==> config.mk <==
export PLATFORM = sky130hd
export DESIGN_NAME = cpu_state_seq
export DESIGN_NICKNAME = d
export VERILOG_FILES = /design/src/rtl/cpu_state_pkg.sv /design/src/rtl/cpu_state_fsm.sv /design/src/rtl/cpu_priv_ctrl.sv /design/src/rtl/cpu_bus_ctrl.sv /design/src/rtl/cpu_state_seq.sv
export SDC_FILE = /design/constraint.sdc
export NUM_CORES = 1
export LEC_CHECK = 0
export ABC_AREA = 1
export CAP_MARGIN = 10
export CORE_AREA = 2 2 39 41
export CTS_BUF_LIST = sky130_fd_sc_hd__clkbuf_8
export DETAILED_ROUTE_END_ITERATION = 6
export DIE_AREA = 0 0 41 43
export PLACE_DENSITY = 0.6
export SLEW_MARGIN = 20
export SYNTH_ARGS = -nofsm -noshare
export SYNTH_HDL_FRONTEND = slang
export SYNTH_SLANG_ARGS = --single-unit
==> constraint.sdc <==
create_clock -name clk -period 1.35 [get_ports clk]
set_input_delay 0.135 -clock clk [delete_from_list [all_inputs] [get_ports clk]]
set_output_delay 0.135 -clock clk [all_outputs]
set_load 0.005 [all_outputs]
==> src/rtl/cpu_state_pkg.sv <==
// Shared types for the execution state sequencer.
// Assumes: state codes are decoded outside the block by value.
package cpu_state_pkg;

    // Operating states; codes are visible on state_o.
    typedef enum logic [2:0] {
        ST_NORMAL  = 3'd0,
        ST_STOPPED = 3'd1,
        ST_EXCEPT  = 3'd2,
        ST_BGND    = 3'd3,
        ST_HALTED  = 3'd4
    } cpu_state_e;

    // Decoded single-cycle events from the rest of the core.
    typedef struct packed {
        logic stop;
        logic trace;
        logic irq;
        logic rst_exc;
        logic bg_req;
        logic bg_resume;
        logic bus_err;
        logic addr_err;
        logic h_start;
    } cpu_evt_t;

endpackage

==> src/rtl/cpu_state_fsm.sv <==
// Holds the operating state and computes its transitions.
// Assumes: events are one-cycle pulses sampled on the rising edge;
// a reset event has top priority in every state.
module cpu_state_fsm
    import cpu_state_pkg::*;
(
    input  logic       clk,
    input  logic       rst_n,
    input  cpu_evt_t   evt,
    output cpu_state_e state,
    output logic       enter_exc
);

    cpu_state_e state_nxt;
    logic       exc_req;
    logic       fault;

    assign exc_req = evt.trace | evt.irq;
    assign fault   = evt.bus_err | evt.addr_err;

    // Next-state selection with the priority order per state.
    always_comb begin
        state_nxt = state;
        enter_exc = 1'b0;
        if (evt.rst_exc) begin
            state_nxt = ST_EXCEPT;
            enter_exc = 1'b1;
        end else begin
            case (state)
                ST_NORMAL: begin
                    if (exc_req || fault) begin
                        state_nxt = ST_EXCEPT;
                        enter_exc = 1'b1;
                    end else if (evt.bg_req) begin
                        state_nxt = ST_BGND;
                    end else if (evt.stop) begin
                        state_nxt = ST_STOPPED;
                    end
                end
                ST_STOPPED: begin
                    if (exc_req) begin
                        state_nxt = ST_EXCEPT;
                        enter_exc = 1'b1;
                    end
                end
                ST_EXCEPT: begin
                    if (fault) begin
                        state_nxt = ST_HALTED;
                    end else if (evt.h_start) begin
                        state_nxt = ST_NORMAL;
                    end
                end
                ST_BGND: begin
                    if (evt.bg_resume) begin
                        state_nxt = ST_NORMAL;
                    end
                end
                ST_HALTED: state_nxt = ST_HALTED;
                default:   state_nxt = ST_HALTED;
            endcase
        end
    end

    // State register; reset begins exception processing for the reset vector.
    always_ff @(posedge clk) begin
        if (!rst_n) begin
            state <= ST_EXCEPT;
        end else begin
            state <= state_nxt;
        end
    end

endmodule

==> src/rtl/cpu_priv_ctrl.sv <==
// Holds the supervisor/user privilege bit.
// Assumes: enter_exc and wr_allow come from the state FSM in the same cycle.
module cpu_priv_ctrl (
    input  logic clk,
    input  logic rst_n,
    input  logic enter_exc,
    input  logic wr_allow,
    input  logic sr_wr,
    input  logic sr_s_in,
    output logic priv_s
);

    // Privilege register: forced to supervisor on reset and exception entry.
    always_ff @(posedge clk) begin
        if (!rst_n) begin
            priv_s <= 1'b1;
        end else if (enter_exc) begin
            priv_s <= 1'b1;
        end else if (wr_allow && sr_wr) begin
            priv_s <= sr_s_in;
        end
    end

endmodule

==> src/rtl/cpu_bus_ctrl.sv <==
// Derives bus enable, halted flag, stack select and function code.
// Assumes: inputs are registered, so the outputs change only after a clock edge.
module cpu_bus_ctrl
    import cpu_state_pkg::*;
#(
    parameter int SPACE_W = 2
) (
    input  cpu_state_e         state,
    input  logic               priv_s,
    input  logic [SPACE_W-1:0] fc_space,
    output logic               bus_en,
    output logic               halted,
    output logic               sp_sel,
    output logic [SPACE_W:0]   fc
);

    // Bus activity allowed only while running or entering a handler.
    always_comb begin
        case (state)
            ST_NORMAL, ST_EXCEPT: bus_en = 1'b1;
            default:              bus_en = 1'b0;
        endcase
    end

    assign halted = (state == ST_HALTED);
    assign sp_sel = priv_s;
    assign fc     = {priv_s, fc_space};

endmodule

==> src/rtl/cpu_state_seq.sv <==
// Top of the execution state sequencer: bundles events and links the units.
// Assumes: all event inputs are synchronous single-cycle pulses.
module cpu_state_seq
    import cpu_state_pkg::*;
#(
    parameter int SPACE_W = 2
) (
    input  logic               clk,
    input  logic               rst_n,
    input  logic               ev_stop,
    input  logic               ev_trace,
    input  logic               ev_irq,
    input  logic               ev_reset,
    input  logic               ev_bg_req,
    input  logic               ev_bg_resume,
    input  logic               ev_bus_err,
    input  logic               ev_addr_err,
    input  logic               ev_hstart,
    input  logic               sr_wr,
    input  logic               sr_s_in,
    input  logic [SPACE_W-1:0] fc_space,
    output logic [2:0]         state_o,
    output logic               bus_en,
    output logic               halted,
    output logic               sp_sel,
    output logic [SPACE_W:0]   fc
);

    cpu_evt_t   evt;
    cpu_state_e state;
    logic       enter_exc;
    logic       priv_s;

    assign evt = '{stop: ev_stop, trace: ev_trace, irq: ev_irq,
                   rst_exc: ev_reset, bg_req: ev_bg_req,
                   bg_resume: ev_bg_resume, bus_err: ev_bus_err,
                   addr_err: ev_addr_err, h_start: ev_hstart};

    cpu_state_fsm u_fsm (
        .clk       (clk),
        .rst_n     (rst_n),
        .evt       (evt),
        .state     (state),
        .enter_exc (enter_exc)
    );

    cpu_priv_ctrl u_priv (
        .clk       (clk),
        .rst_n     (rst_n),
        .enter_exc (enter_exc),
        .wr_allow  (state == ST_NORMAL),
        .sr_wr     (sr_wr),
        .sr_s_in   (sr_s_in),
        .priv_s    (priv_s)
    );

    cpu_bus_ctrl #(.SPACE_W(SPACE_W)) u_bus (
        .state    (state),
        .priv_s   (priv_s),
        .fc_space (fc_space),
        .bus_en   (bus_en),
        .halted   (halted),
        .sp_sel   (sp_sel),
        .fc       (fc)
    );

    assign state_o = state;

endmodule

After elaboration in Yosys (flattened, before gate mapping)

Cells that the tools add are included.

Register bits: 4
Bits of input ports: 15
Output and inout port bits: 9
Logic and storage cells: 33

Equality and inequality tests: 8
Multiplexer cells: 13
Bitwise operators: 3
Reduce and logical (&&, ||, !) cells: 7

Operator list:

| kind               | count |
|---|---|
| $mux 3             | 7 |
| $pmux 3 s4         | 1 |
| $eq 3x2->1 const B | 2 |
| $reduce_or 2->1    | 3 |
| $mux 1             | 4 |
| $ne 4x4->1 const B | 1 |
| $reduce_and 4->1   | 1 |
| $eq 3x1->1 const B | 1 |
| $eq 3x3->1 const B | 1 |
| $logic_not 3->1    | 1 |
| $ne 3x3->1 const B | 1 |
| $ne 2x1->1 const B | 1 |
| $ne 2x2->1 const B | 1 |
| $or 1x1->1         | 2 |
| $pmux 1 s2         | 1 |
| $logic_and 1x1->1  | 1 |
| $logic_or 1x1->1   | 1 |
| $not 1->1          | 1 |

Logic depth before layout (Yosys ltp)

Gate-level depths: netlist of the first run.

Depth in word-level cells: 6
Mapped depth: 7
Mapped depth without buffers: 7

Cells and area by module

A second synthesis of the first run with hierarchy kept.

Cells, all modules: 67
Area total of the unflattened synthesis: 366.6 um2

Modules (own cells, without submodules):

| module        | times used | cells an instance | area an instance (um2) | sequential area each (um2) |
|---|---|---|---|---|
| cpu_state_fsm | 1          | 48                | 254.0                  | 60.1 |
| cpu_bus_ctrl  | 1          | 8                 | 47.5                   | 0.0 |
| cpu_priv_ctrl | 1          | 7                 | 47.5                   | 20.0 |
| cpu_state_seq | 1          | 4                 | 17.5                   | 0.0 |

Worst setup path before layout of the first run

No wires, ideal clock.

Path type: register to register
Start: reg u_fsm.state[2]
End: reg u_fsm.state[0]
Setup time: 112 ps
Arrival time: 880 ps
Data required time: 1238 ps
Slack: 358 ps
Cell stages (with the launch flop): 8
Path buffers: 0
Clock period less this slack: 992 ps
Cell sequence: dfxtp_1 -> inv_2 -> nand3_1 -> nor2_2 -> nor2_2 -> nand2_2 -> nor2_1 -> nor2_1

Longest elaborated chain between the ends: 3
Elaborated cells between the ends (all ways): 10
Classes of those cells: eq/ne (7); mux (1); reduce/logical (2)

Ends and longest elaborated chain:

| what                                               | RTL line            | RTL |
|---|---|---|
| start: declaration                                 | cpu_state_fsm.sv:10 | `output cpu_state_e state,` |
| start signal: assignment                           | cpu_state_fsm.sv:69 | `state <= state_nxt;` |
| $eq 3x2->1, or another cell as far along           | cpu_state_fsm.sv:29 | `case (state)` |
| $ne 3x3->1 (no line), or another cell as far along | -                   |  |
| $reduce_and 4->1 (no line)                         | -                   |  |

Several ways; a longest one is shown, not always the timed one.
A chain may end at the register's enable or synchronous reset.

Worst setup path after layout of the first run

Start: reg u_fsm.state[0]
End: out bus_en

Longest elaborated chain between the ends: 3
Elaborated cells between the ends (all ways): 4
Classes of those cells: eq/ne (1); mux (1); reduce/logical (2)

Ends and longest elaborated chain:

| what                                                 | RTL line            | RTL |
|---|---|---|
| $eq 3x2->1 / $logic_not 3->1 (equally long branches) | cpu_bus_ctrl.sv:19  | `case (state)` |
| $reduce_or 2->1 *                                    | cpu_bus_ctrl.sv:19  |  |
| $mux 1 *                                             | cpu_bus_ctrl.sv:19  |  |
| end: declaration                                     | cpu_state_seq.sv:23 | `output logic bus_en,` |

Every way passes the cells marked *; elsewhere a longest branch is shown, timed or not.

==> results.cfg, run 1 <==
[logic_synthesis]
syn_area_um2 = 333
syn-num-nets = 67
ys_seq_elements = 4
synth_warnings = 0
netlist_instances = 52
yosys-top-cells-area = dfxtp_1 (24%), nor2_1 (11%), nand3_1 (11%)
synth.distinct_cells = 15
synth_area_leader_cell = dfxtp_1
syn_area_per_cell_um2 = 6.40
synth_top_area_share_pct = 24.1
ys_seq_area_share_pct = 24.1

[drt]
via_per_inst = 4.25
ant_nets = 0
routed_wl_um = 775
drt_pass1_iterations = 2
drt-wirelength-per-cell_um = 8.71
vias = 378
route.detailed.drc = 0
drt_iter0_drc = 4

[die]
num_rows = 14
die_area_mm2 = 0.00176
core_area_mm2 = 0.00138
start_util_pct = 24.1
die_x_um = 41
io-pin-count = 24
die_h_um = 43

[placement]
place_congestion = 0.686
port_buffers = 19
hpwl_um = 654

[timing]
finClkSkew_ns = 0.00476
tightest_slew_ns = 0.155
fin_crit_ns = 1.29
setup_viol = 0
finalHoldViolations = 0
fmax_mhz = 775
rsz0062_at_grt = no
finalMaxSlewViolations = 0
tns_ns = 0
relSlewSlack_pct = 89.6
finalCritPeriodShare_pct = 95.6

[layout]
nets = 90
drive_gt1_share_pct = 26.0
fill_cells = 154
antennaDiodeCount = 0
final_core_util_pct = 41.7
area_growth_pct = 73.3

[worst_setup_path]
cp_top_family = buffers and inverters
cp.required_ns = 1.22
crit_path_max_incr_delay_ns = 0.50
crit_arrival_ns = 1.16
crit_chain = nor2_1 -> clkdlybuf4s50_1
crit_fanout = 6
cp_num_buf_inv = 1
crit_type = flip-flop to output pin
end_kind = output pin
startpoint_type = flip-flop
slowest_stage = clkdlybuf4s50_1
path_depth = 2
r2r_cells = 7

[clock_tree]
clk_path_buf_depth = 2
hold_buffers = 0
clk_pin_slew_ns = 0.03
clock-sinks = 4
cts-htree-levels = 1
cts_root_buf = clkbuf_8
cts_tree = yes
cts_buffers = 3
clkLatencyLatePin_ns = 0.22

[global_routing]
antenna_found_initial = 0
grt_util_all_layers_pct = 11.1
grt_max_degree = 7
grt_pass1_vias = 355
overflow = 0
grt_pass1_wl_um = 1260

[pwr]
leakagePower_nw = 0.253
powerDensity_mw_per_mm2 = 875
ir_worst_vdd_mv = 0.492

[outcome]
status = finished clean

[job]
drv_cap = 0

[hold_path]
min_path_type = input port to output pin
whs_path_depth = 0
-- logic make-up (layout without fill, tap and decap cells) --
logic type             count (synthesis)  after routing  synth area share (%)
buffers and inverters                 11             32                  15.8
AOI/OAI and AO/OA                      2              2                  4.13
and+or+nand+nor                       35             35                  56.0
DFF                                    4              4                  24.1
-- repair_timing --
action	4_1_cts	5_1_grt
cloned	0	0
setup endpoints to repair	1	2
resized for setup	1	1
hold endpoints to repair	0	0
setup buffers	0	0
pin swaps	0	0
-- cell usage in the layout (no fill, tap or decap), drive strengths merged --
cell type      netlist  layout
clkdlybuf4s50        0      18
dfxtp                4       4
nand3                8       8
dlygate4sd2          0       1
nand3b               1       1
buf                  3       2
nand2               10      10
inv                  8       8
clkbuf               0       3
nor3                 1       1
o2111ai              1       1
a21oi                1       1
nor2                15      15
-- through the flow --
| stage | instances | hold WS, ns | power (mW) | worst slack (ns) | cell area, um^2 |
|---|---|---|---|---|---|
| after detailed placement | 86 | 0.270 | 0.249 | 0.0428 | 536 |
| after global routing | 89 | 0.270 | 0.531 | 0.0176 | 577 |
| final | 89 | 0.270 | 0.505 | 0.0600 | 577 |
| after floorplan | 52 | 0.271 | 0.186 | 0.358 | 333 |
| after global placement | 86 | 0.270 | 0.249 | 0.0640 | 536 |
| after CTS | 89 | 0.270 | 0.512 | 0.0306 | 576 |
-- per-layer routing --
metal / vias to the layer above / track usage, % / wire [um]
met5: - / 0 / 0
met2: 14 / 16.3 / 371
met1: 158 / 12.1 / 319
met4: 0 / 6.00 / 20
met3: 4 / 6.28 / 64
li1: 202 / - / -
-- synth_stat cells --
cell,n
o2111ai_1,1
nor3_1,1
inv_2,4
nand2_2,3
nand3_2,1
dfxtp_1,4
buf_4,3
nor2_4,3
inv_1,4
nor2_1,10
nand2_1,7
nand3b_1,1
nor2_2,2
a21oi_1,1
nand3_1,7
-- final timing paths --
| kind | start | to | slack (ns) |
|---|---|---|---|
| setup / recovery | u_fsm.state[0]$_SDFFE_PP0P_ | bus_en | 0.06 |
| hold / removal | fc_space[1] | fc[1] | 0.27 |
| setup reg to reg | u_fsm.state[1]$_SDFFE_PP1P_ | u_fsm.state[1]$_SDFFE_PP1P_ | 0.26 |
| hold reg to reg | u_fsm.state[1]$_SDFFE_PP1P_ | u_fsm.state[1]$_SDFFE_PP1P_ | 0.50 |
-- state kept, by name, indices dropped and copies added, names as in the netlist --
signal / count
u_fsm.state: 3
u_priv.priv_s: 1
-- cell type report --
cell class | count | area, um^2 | area share [%]
inverter | 8 | 30.0 | 5.21
clock buffer | 3 | 41.3 | 7.16
tap | 16 | 20.0 | 3.47
multi-input combinational | 37 | 200 | 34.7
sequential | 4 | 81.3 | 14.1
timing repair buffer | 21 | 204 | 35.4
-- power by group --
group / internal [mW] / total (mW) / leakage (nW) / switching, mW
Sequential: 0.125 / 0.130 / 0.0333 / 0.00541
Clock: 0.191 / 0.258 / 0.0216 / 0.0675
Combinational: 0.0681 / 0.117 / 0.199 / 0.0484
Total: 0.383 / 0.505 / 0.253 / 0.121
No activity file was read; power rests on OpenSTA's default activity.
==> run 2, diff against run 1 <==
- PLACE_DENSITY: 0.6 -> 0.63
- clock period: 1.35 -> 1.13 ns (I/O delays scaled with it)
==> results.cfg, run 2 (synthesized netlist as in run 1, its figures left out) <==
[worst_setup_path]
slowest_stage = dfxtp_2
crit_chain = inv_2 -> nor3_1 -> dlygate4sd2_1
crit_fanout = 3
reg2reg_from = u_fsm.state[2]$_SDFFE_PP0P_
crit_type = flip-flop to output pin
cp_num_buf_inv = 2
end_kind = output pin
crit_start = u_fsm.state[2]$_SDFFE_PP0P_
crit_arrival_ns = 0.97
crit_path_max_incr_delay_ns = 0.33
startpoint_type = flip-flop
cp.required_ns = 1.02
r2r_end = u_fsm.state[0]$_SDFFE_PP0P_
cp_top_family = flip-flops
timing.reg2reg.setup_slack_ns = 0.05
r2r_cells = 8

[placement]
hpwl_um = 730
dpl_cell_area_um2 = 573
port_buffers = 19
place_congestion = 0.697
pre_cts_ws_ns = -0.180
place_inst = 91

[pwr]
p_seq_share_pct = 24.7
p_clk_share_pct = 48.3
internal_power_uw = 473
leakagePower_nw = 0.330
ir_worst_vdd_mv = 0.448
powerDensity_mw_per_mm2 = 927
p_switching_uw = 156
comb_power_share_pct = 27.0
switching_share_pct = 24.8

[timing]
setup_viol = 0
finClkSkew_ns = 0.00565
finalHoldViolations = 0
fmax_mhz = 926
tightest_slew_ns = 0.179
layout_setup_ws_ns = 0.0498
finalCritPeriodShare_pct = 95.6
fin_crit_ns = 1.08
rsz0062_at_grt = yes
finalMaxSlewViolations = 0
relSlewSlack_pct = 88.1
tns_ns = 0

[drt]
drt_iter0_drc = 7
via_per_inst = 4.35
drt-wirelength-per-cell_um = 9.77
vias = 418
route.detailed.drc = 0
routed_wl_um = 938
drt_pass1_iterations = 4
ant_nets = 0

[die]
die_area_mm2 = 0.00176
core_area_mm2 = 0.00138
num_rows = 14
die_h_um = 43
io-pin-count = 24
die_x_um = 41
start_util_pct = 24.1

[global_routing]
antenna_found_initial = 0
grt_pass1_wl_um = 1410
overflow = 0
grt_pass1_vias = 383
grt_util_all_layers_pct = 12.3
grt_max_degree = 7

[layout]
antennaDiodeCount = 0
final_common_cell = clkdlybuf4s50_1
area_growth_pct = 104
fill_cells = 149
fin_cells = 96
final_cell_mix = clkdlybuf4s50_1 (9), nor2_1 (8), dlygate4sd2_1 (7), nand2_1 (6), buf_4 (6)
largestRegisters = u_fsm.state x3, u_priv.priv_s x1
largest_register_ffs = 3
top_register = u_fsm.state
design_area_um2 = 678
nets = 97
final_core_util_pct = 49.0
drive_gt1_share_pct = 41.3

[clock_tree]
clk_pin_slew_ns = 0.03
hold_buffers = 0
cts_buffers = 3
cts-htree-levels = 1
clk_path_buf_depth = 2
cts_tree = yes
clkLatencyLatePin_ns = 0.22
cts_root_buf = clkbuf_8
clock-sinks = 4

[hold_path]
min-delay-start = fc_space[0]
min_to = fc[0]
whs_path_depth = 0
min_path_type = input port to output pin

[outcome]
status = finished clean

[job]
drv_cap = 0
==> run 2: cell count changes in the layout (fill, tap and decap cells not counted), sizes merged <==
cell           change
buf                +7
dlymetal6s2s       +3
dlygate4sd2        +6
clkdlybuf4s50      -9
==> run 2: layout make-up <==
cell class	count	area (um^2)	area share, %
Clock buffer	3	41.3	6.09
Inverter	8	35.0	5.17
Multi-Input combinational cell	37	230	33.9
Sequential cell	4	83.8	12.4
Tap cell	16	20.0	2.95
Timing Repair Buffer	28	268	39.5
==> run 2: metrics by stage <==
step | hold slack [ns] | power [mW]
global route | 0.226 | 0.662
detailed placement | 0.226 | 0.312
CTS | 0.226 | 0.626
floorplan | 0.249 | 0.222
global placement | 0.226 | 0.311
finish | 0.226 | 0.628
==> run 2: power groups by stage <==
stage / Sequential [mW] / Combinational (mW) / Clock (mW)
2_1_floorplan: 0.159 / 0.0629 / 0
3_3_place_gp: 0.155 / 0.155 / 0
3_5_place_dp: 0.155 / 0.156 / 0
4_1_cts: 0.155 / 0.161 / 0.310
5_1_grt: 0.156 / 0.184 / 0.321
6_report: 0.155 / 0.170 / 0.304
==> run 2: worst max path at each step <==
stage / slack, ns / cells after the start / to
global route: -0.01 / 8 / u_fsm.state[0]$_SDFFE_PP0P_
floorplan: 0.14 / 7 / u_fsm.state[0]$_SDFFE_PP0P_
CTS: 0.02 / 8 / u_fsm.state[0]$_SDFFE_PP0P_
global placement: -0.13 / 7 / u_fsm.state[1]$_SDFFE_PP1P_
detailed placement: -0.18 / 8 / u_fsm.state[0]$_SDFFE_PP0P_
finish: 0.05 / 3 / halted
==> run 2: per-layer routing <==
metal  vias to the layer above  GRT usage (%)  part of all wire, %
li1                        218              -                    -
met2                        17           20.6                   53
met1                       183           11.2                   38
met3                         0           8.38                  8.8
met5                         -              0                    0
met4                         0           4.00                    0
==> run 2: worst register-to-register path, cell delays in order (launching register included) <==
cell and delay, ns:
dfxtp_2 0.33, inv_2 0.05, buf_6 0.12, nand3_2 0.10
nor2_4 0.04, nor2_2 0.11, nand2_2 0.06, nor2_1 0.10
nor2_1 0.05
==> run 2: timing repair <==
item / 4_1_cts / 5_1_grt
gates resized for setup: 15 / 10
endpoints found under the setup margin: 9 / 2
buffers inserted: 2 / 1
pin swaps: 4 / 7
